[src/rtl/nrx_pkg.sv]
package nrx_pkg;
  localparam int BYTE_W     = 8;
  localparam int NIB_W      = 4;
  localparam int ADDR_W     = 5;
  localparam int PKT_LEN    = 11;
  localparam int CRC_POS    = PKT_LEN - 1;
  localparam int DATA_BASE  = 2;
  localparam int DATA_N     = CRC_POS - DATA_BASE;
  localparam int IDX_W      = $clog2(PKT_LEN + 1);
  localparam int TAB_N      = 1 << BYTE_W;
  localparam logic [BYTE_W-1:0] START_CODE = 8'hFE;
  localparam logic [BYTE_W-1:0] CRC_POLY   = 8'h07;

  function automatic logic [BYTE_W-1:0] crc_entry(input logic [BYTE_W-1:0] v);
    logic [BYTE_W-1:0] c;
    c = v;
    for (int i = 0; i < BYTE_W; i++)
      c = c[BYTE_W-1] ? ((c << 1) ^ CRC_POLY) : (c << 1);
    return c;
  endfunction
endpackage

[src/rtl/nrx_crc_rom.sv]
module nrx_crc_rom
  import nrx_pkg::*;
(
  input  logic [BYTE_W-1:0] addr,
  output logic [BYTE_W-1:0] value
);
  logic [BYTE_W-1:0] tab [TAB_N];

  for (genvar g = 0; g < TAB_N; g++) begin : g_entry
    assign tab[g] = crc_entry(BYTE_W'(g));
  end

  assign value = tab[addr];
endmodule

[src/rtl/nrx_idle_timer.sv]
module nrx_idle_timer #(
  parameter int TIMEOUT_CYCLES = 93750
) (
  input  logic clk,
  input  logic rst_n,
  input  logic kick,
  output logic expire
);
  localparam int CW = $clog2(TIMEOUT_CYCLES + 1);
  localparam logic [CW-1:0] LIMIT = CW'(TIMEOUT_CYCLES);

  logic [CW-1:0] cnt;

  always_ff @(posedge clk) begin
    if (!rst_n)            cnt <= '0;
    else if (kick)         cnt <= '0;
    else if (cnt != LIMIT) cnt <= cnt + 1'b1;
  end

  assign expire = !kick && (cnt == LIMIT - 1'b1);

  a_r10_single_expire: assert property (@(posedge clk) disable iff (!rst_n)
    expire |=> !expire);
endmodule

[src/rtl/nrx_frame.sv]
module nrx_frame
  import nrx_pkg::*;
(
  input  logic                     clk,
  input  logic                     rst_n,
  input  logic                     beat,
  input  logic                     flag,
  input  logic [BYTE_W-1:0]        din,
  input  logic [ADDR_W-1:0]        node_id,
  input  logic                     expire,
  output logic                     ev_seen,
  output logic                     ev_commit,
  output logic [BYTE_W-1:0]        src_byte,
  output logic [DATA_N*BYTE_W-1:0] payload
);
  logic              phase;
  logic [NIB_W-1:0]  hi_nib;
  logic [IDX_W-1:0]  idx;
  logic [BYTE_W-1:0] crc, crc_next, rebuilt;
  logic [BYTE_W-1:0] work [CRC_POS];
  logic              good, is_start, byte_done, at_crc;

  assign good      = beat && flag;
  assign is_start  = (din == START_CODE);
  assign byte_done = good && !is_start && phase;
  assign rebuilt   = {hi_nib, din[NIB_W-1:0]};
  assign at_crc    = (idx == IDX_W'(CRC_POS));
  assign ev_seen   = byte_done && at_crc && (rebuilt == crc);
  assign ev_commit = ev_seen && (work[0][ADDR_W-1:0] == node_id);

  nrx_crc_rom u_rom (.addr(crc ^ rebuilt), .value(crc_next));

  always_ff @(posedge clk) begin
    if (!rst_n) begin
      phase  <= 1'b0;
      hi_nib <= '0;
      idx    <= '0;
      crc    <= '0;
      for (int i = 0; i < CRC_POS; i++) work[i] <= '0;
    end else if (expire || (good && is_start)) begin
      phase <= 1'b0;
      idx   <= '0;
      crc   <= '0;
    end else if (good) begin
      if (!phase) begin
        hi_nib <= din[NIB_W-1:0];
        phase  <= 1'b1;
      end else begin
        phase <= 1'b0;
        if (idx < IDX_W'(CRC_POS)) begin
          work[idx] <= rebuilt;
          crc       <= crc_next;
          idx       <= idx + 1'b1;
        end else if (at_crc) begin
          idx <= IDX_W'(CRC_POS + 1);
        end else begin
          idx <= '0;
          crc <= '0;
        end
      end
    end
  end

  assign src_byte = work[1];
  for (genvar k = 0; k < DATA_N; k++) begin : g_pay
    assign payload[k*BYTE_W +: BYTE_W] = work[DATA_BASE + k];
  end

  a_r6_corrupt_holds: assert property (@(posedge clk) disable iff (!rst_n)
    (beat && !flag && !expire) |=> ($stable(idx) && $stable(phase) && $stable(crc)));
  a_r2_start_clears: assert property (@(posedge clk) disable iff (!rst_n)
    (beat && flag && din == START_CODE) |=> (idx == '0 && !phase && crc == '0));
  a_r9_index_bound: assert property (@(posedge clk) disable iff (!rst_n)
    idx <= IDX_W'(CRC_POS + 1));
  a_r10_timeout_clears: assert property (@(posedge clk) disable iff (!rst_n)
    expire |=> (idx == '0 && !phase));
endmodule

[src/rtl/nrx_out_bank.sv]
module nrx_out_bank
  import nrx_pkg::*;
(
  input  logic                     clk,
  input  logic                     rst_n,
  input  logic                     ev_seen,
  input  logic                     ev_commit,
  input  logic [BYTE_W-1:0]        src_in,
  input  logic [DATA_N*BYTE_W-1:0] data_in,
  output logic                     pkt_seen,
  output logic                     new_packet,
  output logic [BYTE_W-1:0]        out_src,
  output logic [DATA_N*BYTE_W-1:0] out_data
);
  always_ff @(posedge clk) begin
    if (!rst_n) begin
      pkt_seen   <= 1'b0;
      new_packet <= 1'b0;
      out_src    <= '0;
      out_data   <= '0;
    end else begin
      pkt_seen   <= ev_seen;
      new_packet <= ev_commit;
      if (ev_commit) begin
        out_src  <= src_in;
        out_data <= data_in;
      end
    end
  end

  a_r8_hold_outputs: assert property (@(posedge clk) disable iff (!rst_n)
    !new_packet |-> ($stable(out_data) && $stable(out_src)));
  a_r7_commit_needs_crc: assert property (@(posedge clk) disable iff (!rst_n)
    new_packet |-> pkt_seen);
  a_r8_single_strobe: assert property (@(posedge clk) disable iff (!rst_n)
    new_packet |=> !new_packet);
endmodule

[src/rtl/nibble_pkt_rx.sv]
module nibble_pkt_rx #(
  parameter int TIMEOUT_CYCLES = 93750
) (
  input  logic        clk,
  input  logic        rst_n,
  input  logic [4:0]  node_id,
  input  logic        in_valid,
  output logic        in_ready,
  input  logic [7:0]  in_data,
  input  logic        in_flag,
  output logic        pkt_seen,
  output logic        new_packet,
  output logic [7:0]  out_src,
  output logic [63:0] out_data
);
  import nrx_pkg::*;

  logic                     rdy_q, beat, expire, ev_seen, ev_commit;
  logic [BYTE_W-1:0]        src_byte;
  logic [DATA_N*BYTE_W-1:0] payload;

  always_ff @(posedge clk) begin
    if (!rst_n) rdy_q <= 1'b0;
    else        rdy_q <= 1'b1;
  end
  assign in_ready = rdy_q;
  assign beat     = in_valid && rdy_q;

  nrx_idle_timer #(.TIMEOUT_CYCLES(TIMEOUT_CYCLES)) u_timer (
    .clk(clk), .rst_n(rst_n), .kick(beat && in_flag), .expire(expire));

  nrx_frame u_frame (
    .clk(clk), .rst_n(rst_n), .beat(beat), .flag(in_flag), .din(in_data),
    .node_id(node_id), .expire(expire), .ev_seen(ev_seen),
    .ev_commit(ev_commit), .src_byte(src_byte), .payload(payload));

  nrx_out_bank u_bank (
    .clk(clk), .rst_n(rst_n), .ev_seen(ev_seen), .ev_commit(ev_commit),
    .src_in(src_byte), .data_in(payload), .pkt_seen(pkt_seen),
    .new_packet(new_packet), .out_src(out_src), .out_data(out_data));

  a_r1_ready_after_reset: assert property (@(posedge clk) disable iff (!rst_n)
    $past(rst_n) |-> in_ready);
endmodule

[config.mk]
export PLATFORM = sky130hd
export DESIGN_NAME = nibble_pkt_rx
export DESIGN_NICKNAME = d
export VERILOG_FILES = /design/src/rtl/nrx_pkg.sv /design/src/rtl/nrx_crc_rom.sv /design/src/rtl/nrx_idle_timer.sv /design/src/rtl/nrx_frame.sv /design/src/rtl/nrx_out_bank.sv /design/src/rtl/nibble_pkt_rx.sv
export SDC_FILE = /design/constraint.sdc
export NUM_CORES = 1
export LEC_CHECK = 0
export ABC_AREA = 1
export BUFFER_PORTS_ARGS = -buffer_cell sky130_fd_sc_hd__buf_2
export CAP_MARGIN = 20
export CELL_PAD_IN_SITES_DETAIL_PLACEMENT = 2
export CELL_PAD_IN_SITES_GLOBAL_PLACEMENT = 2
export CORE_AREA = 5 5 110 215
export CTS_CLUSTER_SIZE = 16
export DETAILED_ROUTE_END_ITERATION = 10
export DIE_AREA = 0 0 115 220
export PLACE_DENSITY = 0.88
export SLEW_MARGIN = 30
export SYNTH_ARGS = -nofsm -noshare
export SYNTH_HDL_FRONTEND = slang
export SYNTH_SLANG_ARGS = --single-unit
[constraint.sdc]
create_clock -name clk -period 4.5 [get_ports clk]
set_clock_uncertainty 0.1 [all_clocks]
set_input_delay 0.675 -clock clk [delete_from_list [all_inputs] [get_ports clk]]
set_output_delay 0.675 -clock clk [all_outputs]
set_load 0.01 [all_outputs]
== Word level (Yosys, flattened, before mapping) ==
Memories as Yosys holds them, arrays and structs flattened. A register that Yosys moved wholly into a read port is not among the register bits.
Index checks and enable logic that the tools add are counted.
Operators by class
  reduce and logical (&&, ||, !) cells: 27
  shifts and indexed selects: 0
  muxes and demuxes: 18
  equality and inequality tests: 7
  bitwise gates (word level): 5
  multipliers: 0
  add/subtract/negate cells: 2
  div/mod/pow operators: 0
  magnitude comparators: 2
Operator list (number)
  $mux W8: 5
  $add A17 B1 Y17 const B: 1
  $eq A17 B17 Y1 const B: 1
  $ne A17 B17 Y1 const B: 1
  $mux W4: 3
  $logic_not A1 Y1: 11
  $mux W1: 10
  $ge A9 B9 Y1 const B: 1
  $logic_and A1 B1 Y1: 9
  $not A8 Y9: 1
  $eq A8 B8 Y1: 1
  $eq A8 B8 Y1 const B: 1
  $reduce_or A8 Y1: 1
  $xor A8 B8 Y8: 1
  $reduce_and A3 Y1: 2
  $eq A5 B5 Y1: 1
  $add A4 B1 Y4 const B: 1
  $eq A4 B4 Y1 const B: 1
  $lt A4 B4 Y1 const B: 1
  $reduce_or A2 Y1: 2
  $not A1 Y1: 3
  $ne A2 B2 Y1 const B: 1
  $reduce_and A2 Y1: 1
  $logic_or A1 B1 Y1: 1
Storage, ports and cells
  register bits: 37
  memories kept: 2
  memory bits (writable): 80
  output and inout port bits: 75
  bits in latches: 0
  ROM bits: 2048
Memories
  (no name shown): depth 256, width 8, rd ports 1, clocked after Yosys merged registers in 0, wr ports 0, RTL line nrx_crc_rom.sv:13  | assign value = tab[addr];
  u_frame.work: depth 10, width 8, rd ports 10, clocked after Yosys merged registers in 9, wr ports 10, RTL line nrx_frame.sv:20  | logic [BYTE_W-1:0] work [CRC_POS];

== Logic depth before layout (Yosys ltp) ==
Gate-level depths: netlist of the first run.
  depth after elaboration: 10
  gate-level depth with buffers: 13

== Modules after synthesis ==
Synthesis of the first run repeated with hierarchy kept, for this count alone.
Unflattened totals
  cells, all modules: 979
  area, all modules: 8026.4 sq um
Modules (own cells, without submodules)
  nrx_frame: area each 3813.7 sq um, cells an instance 322, instances 1
  nrx_out_bank: area each 3006.6 sq um, cells an instance 462, instances 1
  nrx_idle_timer: area each 968.4 sq um, cells an instance 149, instances 1
  nrx_crc_rom: area each 200.2 sq um, cells an instance 41, instances 1
  nibble_pkt_rx: area each 37.5 sq um, cells an instance 5, instances 1

== Least setup slack after synthesis of the first run ==
OpenSTA, ideal clock, no wires.
  kind: input -> register
  start point: in in_flag
  end point: mem u_frame.work[9][0], enable pin
  setup slack: 2.223 ns
  buffers on the path: 0
  stages: 4
  arrival: 1.791 ns
  setup time: 0.387 ns
  path through: nand3_1 inv_1 nand3_1 o31ai_1
RTL lines
  start: declaration: RTL line nibble_pkt_rx.sv:10  | input logic in_flag,
  end: declaration: RTL line nrx_frame.sv:20

== Worst setup path after layout of the first run ==
  start point: reg u_frame.hi_nib[0]
  end point: reg u_bank.out_data[26] (read register of u_frame.work)
Between the ends
  longest elaborated chain between the ends: 3
RTL lines
  start: declaration: RTL line nrx_frame.sv:17  | logic [NIB_W-1:0] hi_nib;
  start signal: assignment: RTL line nrx_frame.sv:46  | hi_nib <= din[NIB_W-1:0];
  $eq A8 B8 Y1: RTL line nrx_frame.sv:28  | assign ev_seen = byte_done && at_crc && (rebuilt == crc);
  $logic_and A1 B1 Y1: RTL line nrx_frame.sv:28
  $logic_and A1 B1 Y1: RTL line nrx_frame.sv:29  | assign ev_commit = ev_seen && (work[0][ADDR_W-1:0] == node_id);
  end: declaration: RTL line nrx_out_bank.sv:13  | output logic [DATA_N*BYTE_W-1:0] out_data
No other way between the ends.
A chain may end at the register's enable or synchronous reset.

==> results.toml, run 1 <==
[power_and_ir_drop]
vdd_drop_max_v = 0.000250
p_leak_uw = 0.00443
netSwitchingPower_uw = 766
power_frac_comb = 0.035
intPower_uw = 2580
power_uw = 3350
p_clk_frac = 0.427
pwr-share-seq = 0.538
power_density_nw_per_um2 = 365
p_sw_frac = 0.229

[floorplanning]
core_area_um2 = 22000
initial_utilization = 0.361
die_y_um = 220
die_width_um = 115
rows = 77
fp.dieArea_um2 = 25300
io_pins = 92

[worst_hold_path]
min_path_type = "reg -> reg"

[clock_network]
holdBufCountCts = 0
cts_made_buffers = 17
htreeDepth = 4
clock_path_buffers = 2
cts_root_buffer = "clkbuf_16"
worstSkewPairLatency_ns = 0.45
path_clk_slew_ns = 0.07
ctsResizeCount = 0
clock_sinks = 186
cts_post_setup_buffers_inserted = 0
cts_tree = "done"

[synthesis]
avgSynthCellArea_um2 = 8.03
syn_nets = 1012
synth_cell_types = 30
synth-seq-cells = 186
synth_seq_area_share = 0.567
yosysWarnings = 0
synth_area_um2 = 7920
postSynthCellCount = 987

[global_routing]
grt_max_degree = 103
grt_pass1_wl_mm = 42.5
gr-max-usage-layer = "met2"
grt_use_met3 = 0.0407
grtUsageMet1 = 0.202
overflow = 0
grt_pass1_vias = 7732
grt_use_met2 = 0.453
grt_usage = 0.227
antenna_found_initial = 0

[critical_path]
crit_path_end_kind = "flop"
critPathTopFamily = "simple AND/OR/NAND/NOR gates"
slowest_stage = "dfxtp_1"
critPathMaxStageDelay_ns = 0.39
arrival_ns = 3.06
crit_required_ns = 4.73
crit_buf_inv = 2
crit_chain = "xnor2_1 -> ha_1 -> nand2_1 -> inv_1 -> nand2_1 -> nor2_1 -> nand2_1 -> nor2_2 -> nand2_4 -> buf_12 -> nor2_1 -> nor2_1"
critPathLaunchType = "flop"
crit_fanout = 102
criticalPathCategory = "reg -> reg"

[placed_design]
dp_hpwl_mm = 19.9
gp_congestion = 0.848
port_buffers = 91
dp_slack_ns = 1.25
placed_area_um2 = 8640

[sta]
fmax_ghz = 0.354
final-max-slew-violation-count = 0
hold_viol_final = 0
finalCriticalPeriod_ns = 2.83
worst_slew_pin_slew_ns = 0.742
setup_tns_ns = 0
fin_ws_ns = 1.67
finalSetupViolCount = 0
grt_setup_unrepaired = "no"
whs_ns = 0.387
fin_crit_sh = 0.629
slew_headroom = 0.506

[detailed_routing]
routed_wl_mm = 27.6
viasPerCell = 4.97
wire_per_inst_um = 20.3
detail-route-antenna-nets = 0
drc = 0
drtPass1Iterations = 4
routed-via-count = 6759
drt_iter0_drc = 355

[cells_and_area]
final_cell_mix = "nand2_1 (269), nor2_1 (246), inv_1 (127), dfxtp_1 (109), buf_2 (91)"
num-nets-final = 1096
final_common_cell = "nand2_1"
multi_input_comb_area_um2 = 2790
fin_area_um2 = 9170
diodes = 0
regArea_um2 = 4490
drive_above_1_share = 0.135
syn2layout_area_growth_pct = 15.7
nFillCells = 2550

[run]
maxCapViolCount = 0

[outcome]
outcome = "finished, final reports clean"
## synthesized netlist by cell type
cell	n	share of area
or2_2	7	0.0055
buf_4	2	0.0019
nand3_1	20	0.013
a21oi_1	21	0.013
buf_2	14	0.0088
ha_1	8	0.013
nand3_4	1	0.0022
a31oi_1	1	0.00079
o22ai_1	2	0.0016
inv_2	2	0.00095
nor4_1	1	0.00079
nor2_4	1	0.0014
nand2_1	269	0.13
nor2_2	1	0.00079
xor2_1	5	0.0055
and3_1	1	0.00079
dfxtp_1	109	0.28
buf_6	3	0.0043
nand3_2	3	0.0038
o31ai_1	2	0.0019
xnor2_1	11	0.012
o21ai_0	17	0.011
nor2_1	246	0.12
nand2_2	2	0.0016
nand4_2	4	0.0063
nor3_1	6	0.0038
nand4_1	10	0.0079
inv_1	127	0.060
edfxtp_1	77	0.29
clkbuf_1	14	0.0066
## worst reg2reg max path, delay by kind of cell, from the launching register on
| kind | cells | cell delay (ns) |
|---|---|---|
| buffers and inverters | 2 | 0.41 |
| DFF | 1 | 0.39 |
| adders and majority gates | 1 | 0.22 |
| xor gates and xnor gates | 1 | 0.38 |
| and+or+nand+nor | 8 | 1.21 |
## registers in the layout, indices dropped and copies added, names as in the netlist
name and cells:
in_ready 1, u_bank.new_packet 1, u_bank.out_data 64, u_bank.out_src 8, u_bank.pkt_seen 1, u_frame.crc 8, u_frame.hi_nib 4, u_frame.idx 4
u_frame.phase 1, u_frame.work 77, u_timer.cnt 17
## through the flow
step,cells,utilization
finish,1360,0.417
global route,1360,0.417
CTS,1360,0.417
detailed placement,1328,0.393
global placement,1328,0.393
floorplan,987,-
## worst paths after layout
check	depth (start not counted)	endpoint	slack [ns]	from
hold reg to reg	2	u_bank.out_data[20]	0.39	u_frame.work[4][4]
setup reg to reg	12	u_bank.out_data[26]	1.67	u_frame.hi_nib[0]
setup / recovery	12	u_bank.out_data[26]	1.67	u_frame.hi_nib[0]
hold / removal	2	u_bank.out_data[20]	0.39	u_frame.work[4][4]
## power groups by stage
stage	Combinational, uW	Clock [uW]	Sequential [uW]
final	118	1430	1800
after global routing	131	1510	1800
after CTS	120	1440	1800
after floorplan	71.8	0	1830
after global placement	111	0	1830
after detailed placement	118	0	1840
## cell families (layout without fill, tap and decap cells)
kind of cell	count (synthesis)	after routing	synth area share
fa+ha+maj	8	8	0.0126
simple gates	572	572	0.291
compound gates	43	43	0.0283
xor+xnor	16	16	0.0177
flops	186	186	0.567
buf+inv	162	259	0.0827
## routing by layer
layer | part of all wire | vias up
met3 | 0.031 | 83
li1 | - | 3187
met1 | 0.32 | 3337
met2 | 0.59 | 152
met5 | 0 | -
met4 | 0.057 | 0
## layout make-up
type,count,area share
Sequential cell,186,0.490
Multi-Input combinational cell,639,0.305
Timing Repair Buffer,98,0.0568
Clock inverter,9,0.00805
Tap cell,276,0.0377
Clock buffer,23,0.0499
Inverter,129,0.0528
(Power assumes the default switching activity.)
==> inputs of run 2 (changes only) <==
CORE_AREA = 5 5 120 235   (was 5 5 110 215)
DIE_AREA = 0 0 125 240   (was 0 0 115 220)
PLACE_DENSITY = 0.79   (was 0.88)
clock period = 2.35 ns   (was 4.5 ns; I/O delays follow)
==> run 2 against run 1 <==
Against the previous run:
- wire length decreased by 6.8%
- utilization decreased by 4.5 points
- die area increased by 19%
- sequential share of layout area decreased by 2.9 points
- sequential cell count unchanged
- final area increased by 6.2%
- non-clock buffer count increased by 40
==> results.toml, run 2 (synthesized netlist as in run 1, its figures left out) <==
[power_and_ir_drop]
intPower_uw = 5220
p_sw_frac = 0.219
power_frac_comb = 0.039
vdd_drop_max_v = 0.000472
power_density_nw_per_um2 = 686
pwr-share-seq = 0.516
p_clk_frac = 0.446
p_leak_uw = 0.00469
netSwitchingPower_uw = 1470

[critical_path]
crit_path_end_kind = "flop"
crit_chain = "inv_1 -> nor2_1 -> nor2_1 -> nand3_1 -> nor2_4 -> nand4_2 -> nand2_1"
crit_fanout = 9
critPathLaunchType = "flop"
arrival_ns = 2.23
crit_top_cell = "nor2_1"
regToRegStartpoint = "u_frame.idx[3]"
reg2reg_depth = 7
slowest_stage = "nand2_1"
path_depth = 7
crit_buf_inv = 1
crit_required_ns = 2.33
critPathMaxStageDelay_ns = 0.41
worst_r2r_endpoint = "u_frame.work[6][5]"
critPathTopFamily = "simple AND/OR/NAND/NOR gates"
criticalPathCategory = "reg -> reg"
r2r_slack_ns = 0.11

[clock_network]
holdBufCountCts = 0
worstSkewPairLatency_ns = 0.44
clock_sinks = 186
clock_path_buffers = 2
cts_made_buffers = 17
path_clk_slew_ns = 0.07
cts_tree = "done"
cts_root_buffer = "clkbuf_16"
htreeDepth = 4

[sta]
worst_slew_pin_slew_ns = 0.501
slew_headroom = 0.665
hold_viol_final = 0
fmax_ghz = 0.446
whs_ns = 0.227
fin_crit_sh = 0.954
finalCriticalPeriod_ns = 2.24
setup_tns_ns = 0
finalSetupViolCount = 0
final-max-slew-violation-count = 0

[cells_and_area]
final_common_cell = "nand2_1"
stdcell_count = 1468
largestRegisters = "u_frame.work: 77 flops, u_bank.out_data: 64 flops, u_timer.cnt: 17 flops"
final_util = 0.372
num-nets-final = 1136
fin_area_um2 = 9740
regMostFlops = "u_frame.work"
final_cell_mix = "nand2_1 (267), nor2_1 (246), inv_1 (127), dfxtp_1 (108), buf_2 (91)"
largest_reg_flops = 77
drive_above_1_share = 0.172
diodes = 0
syn2layout_area_growth_pct = 22.9

[worst_hold_path]
min-delay-start = "rst_n"
hold_depth = 3
min_path_type = "in -> reg"
worstHoldEndpoint = "u_bank.pkt_seen"

[outcome]
outcome = "finished, final reports clean"

[global_routing]
overflow = 0
antenna_found_initial = 0
grt_pass1_wl_mm = 40.1
grt_usage = 0.174
grt_max_degree = 80
grt_pass1_vias = 7439

[placed_design]
dp_cells = 1434
port_buffers = 91
dp_hpwl_mm = 19.6
placed_area_um2 = 9090
gp_congestion = 0.829

[detailed_routing]
drtPass1Iterations = 4
wire_per_inst_um = 17.5
routed_wl_mm = 25.7
drc = 0
routed-via-count = 6754
detail-route-antenna-nets = 0
viasPerCell = 4.60
drt_iter0_drc = 257

[run]
maxCapViolCount = 0

[floorplanning]
fp.dieArea_um2 = 30000
initial_utilization = 0.303
core_area_um2 = 26200
io_pins = 92
die_width_um = 125
rows = 84
die_y_um = 240
run 2: changes by cell type in the layout (fill, tap and decap cells not counted), sizes merged:
cell | before | now
clkinv | 6 | 4
buf | 98 | 138
clkinvlp | 2 | 4
bufinv | 1 | 3
clkbuf | 23 | 20
inv | 129 | 130
run 2: how the worst max path moves through the flow:
stage / start / to / slack [ns]
5_1_grt: u_frame.crc[2] / u_bank.out_data[51] / -0.01
3_5_place_dp: in_data[3] / u_bank.out_src[5] / 0.0008
4_1_cts: u_frame.idx[3] / u_frame.work[7][1] / 0.08
6_report: u_frame.idx[3] / u_frame.work[6][5] / 0.11
2_1_floorplan: u_frame.idx[1] / u_frame.work[9][0] / 0.31
3_3_place_gp: in_data[2] / u_bank.out_src[0] / 0.11
run 2: worst min-delay path, delay by kind of cell:
family,cells,cell delay (ns)
simple gates,1,0.08
buf+inv,2,0.29
run 2: layer usage:
metal | up-vias | share of wire | global-route usage
met2 | 93 | 0.61 | 0.371
met1 | 3363 | 0.33 | 0.153
met5 | - | 0 | 0
li1 | 3265 | - | -
met4 | 0 | 0.031 | 0.0704
met3 | 33 | 0.025 | 0.0353
run 2: what timing repair did:
item                                    CTS  global route
gates resized for setup                   1             5
pin swaps                                 0             1
endpoints found under the setup margin    1            45
gates cloned                              0             0
setup buffers                             0             2
run 2: power by group through the flow:
stage | combinational, uW | sequential (uW) | clock (uW)
after CTS | 262 | 3450 | 3060
after global placement | 249 | 3520 | 0
final | 259 | 3450 | 2980
after floorplan | 137 | 3500 | 0
after detailed placement | 260 | 3520 | 0
after global routing | 286 | 3450 | 3180
run 2: area by class of cell:
type                            instances  area [um2]
Clock buffer                           20         457
Clock inverter                         12         146
Fill cell                            3002       16400
Inverter                              129         484
Multi-Input combinational cell        639        2800
Sequential cell                       186        4500
Tap cell                              344         430
Timing Repair Buffer                  138         921
run 2: through the flow:
step	setup WS, ns	total power (uW)
floorplan	0.315	3640
global placement	0.107	3770
detailed placement	0.000799	3780
CTS	0.0809	6760
global route	-0.0100	6910
finish	0.107	6680
==> inputs of run 3 (changes only) <==
CORE_AREA = 5 5 166 168   (was 5 5 120 235)
DIE_AREA = 0 0 171 173   (was 0 0 125 240)
PLACE_DENSITY = 0.8   (was 0.79)
==> run 3 against run 2 <==
Against the previous run:
- fmax rose by 0.62%
- clock power shrank 3%
- combinational power grew 4%
- largest cell class unchanged
- setup slack improved by 0.014 ns
- hold slack worse by 0.040 ns
- highest routed layer unchanged
- sequential power about the same
- die area decreased by 1.4%
- critical path depth up 4
- via count grew 0.64%
- non-clock buffer count increased by 7
==> results.toml, run 3 (synthesized netlist as in run 1, its figures left out) <==
[detailed_routing]
routed_wl_mm = 26.9
wire_per_inst_um = 18.4
drt_iter0_drc = 383
viasPerCell = 4.63
routed-via-count = 6797
drtPass1Iterations = 4
drc = 0
detail-route-antenna-nets = 0

[critical_path]
criticalPathCategory = "reg -> reg"
crit_chain = "inv_4 -> ha_1 -> nand3_1 -> nor2_1 -> nand2_1 -> nor2_4 -> nand2_4 -> buf_12 -> nand2_1 -> nand2_1 -> nor2_1"
crit_top_cell = "nand2_1"
critPathMaxStageDelay_ns = 0.39
r2r_slack_ns = 0.12
critPathTopFamily = "simple AND/OR/NAND/NOR gates"
slowest_stage = "dfxtp_1"
regToRegStartpoint = "u_frame.idx[0]"
crit_fanout = 37
crit_required_ns = 2.62
critPathLaunchType = "flop"
arrival_ns = 2.50
crit_buf_inv = 2
crit_path_end_kind = "flop"
reg2reg_depth = 11
worst_r2r_endpoint = "u_bank.out_data[50]"

[cells_and_area]
nFillCells = 2907
final_common_cell = "nand2_1"
diodes = 0
syn2layout_area_growth_pct = 23.3
multi_input_comb_area_um2 = 2820
final_cell_mix = "nand2_1 (269), nor2_1 (246), inv_1 (127), dfxtp_1 (109), buf_2 (91)"
num-nets-final = 1144
largest_reg_flops = 77
drive_above_1_share = 0.179
regArea_um2 = 4490
fin_area_um2 = 9770
regMostFlops = "u_frame.work"
largestRegisters = "u_frame.work: 77 flops, u_bank.out_data: 64 flops, u_timer.cnt: 17 flops"

[power_and_ir_drop]
p_clk_frac = 0.437
netSwitchingPower_uw = 1670
p_leak_uw = 0.00474
pwr-share-seq = 0.522
p_sw_frac = 0.254
power_density_nw_per_um2 = 675
vdd_drop_max_v = 0.000418
power_frac_comb = 0.041
intPower_uw = 4910

[sta]
finalSetupViolCount = 0
hold_viol_final = 0
final-max-slew-violation-count = 0
whs_ns = 0.187
fin_crit_sh = 0.949
grt_setup_unrepaired = "yes"
slew_headroom = 0.584
setup_tns_ns = 0
finalCriticalPeriod_ns = 2.23
worst_slew_pin_slew_ns = 0.621
fmax_ghz = 0.449

[placed_design]
port_buffers = 91
placed_area_um2 = 9150
dp_hpwl_mm = 19.5
gp_congestion = 0.804

[global_routing]
grt_pass1_wl_mm = 42.2
grt_max_degree = 68
grt_usage = 0.184
grt_pass1_vias = 7484
overflow = 0
antenna_found_initial = 0

[worst_hold_path]
worstHoldEndpoint = "u_bank.pkt_seen"
min-delay-start = "rst_n"
min_path_type = "in -> reg"
hold_depth = 3

[clock_network]
clock_sinks = 186
clock_path_buffers = 2
worstSkewPairLatency_ns = 0.44
cts_tree = "done"
cts_made_buffers = 17
path_clk_slew_ns = 0.08
cts_root_buffer = "clkbuf_16"
htreeDepth = 4

[floorplanning]
rows = 59
die_width_um = 171
die_y_um = 173
io_pins = 92
fp.dieArea_um2 = 29600
core_area_um2 = 25800
initial_utilization = 0.308

[outcome]
outcome = "finished, final reports clean"

[run]
maxCapViolCount = 0
run 3: cell types whose count changed in the layout (fill, tap and decap cells not counted), moves of 3 or more:
cell / before / now
clkinv_4: 0 / 3
bufinv_16: 3 / 0
inv_8: 0 / 3
buf_4: 38 / 45
clkinvlp_4: 4 / 0
inv_6: 1 / 5
run 3: per-stage QoR:
stage               power, uW  cells  utilization  setup slack [ns]
global route             6820   1467        0.379          -0.00438
finish                   6590   1467        0.379             0.121
CTS                      6650   1466        0.377            0.0564
detailed placement       3780   1434        0.355           -0.0308
floorplan                3640    987            -             0.315
global placement         3770   1434        0.355             0.124
run 3: worst reg2reg max path: cells and delay by family (launching register included):
family	cells	cell delay [ns]
adder cells (fa/ha/maj)	1	0.17
buffers and inverters	2	0.39
flip-flops	1	0.39
AND/OR/NAND/NOR	8	1.11
run 3: final cells by class:
cell class	count	area share
flip-flops and latches	186	0.460
multi-input cells	640	0.289
inverters	129	0.0498
well taps	335	0.0429
clock inverters	15	0.0151
clock buffers	17	0.0436
repair buffers	145	0.0997
run 3: timing repair:
item | 4_1_cts | 5_1_grt
endpoints found under the setup margin | 0 | 14
hold buffers | 0 | 0
buffers inserted | 0 | 0
resized for setup | 0 | 6
run 3: metal layers:
| layer | track usage | wire, um | vias up |
|---|---|---|---|
| met2 | 0.340 | 14400 | 107 |
| met3 | 0.0272 | 939 | 19 |
| met1 | 0.222 | 11200 | 3382 |
| met4 | 0.0456 | 365 | 0 |
| met5 | 0 | 0 | - |
| li1 | - | - | 3289 |
run 3: power groups by stage:
stage | combinational (uW) | sequential (uW) | clock (uW)
final | 270 | 3440 | 2880
after global routing | 297 | 3450 | 3070
after CTS | 270 | 3440 | 2930
after detailed placement | 268 | 3520 | 0
after global placement | 252 | 3510 | 0
after floorplan | 137 | 3500 | 0
run 3: how the worst max path moves through the flow:
stage / start / cells past startpoint / end / slack (ns)
2_1_floorplan: u_frame.idx[1] / 6 / u_frame.work[9][0] / 0.31
3_3_place_gp: in_data[3] / 13 / u_bank.out_data[12] / 0.12
3_5_place_dp: in_data[2] / 14 / u_bank.out_data[39] / -0.03
4_1_cts: u_frame.crc[2] / 13 / u_bank.out_data[42] / 0.06
5_1_grt: u_frame.crc[5] / 13 / u_bank.out_data[58] / -0.004
6_report: u_frame.idx[0] / 11 / u_bank.out_data[50] / 0.12
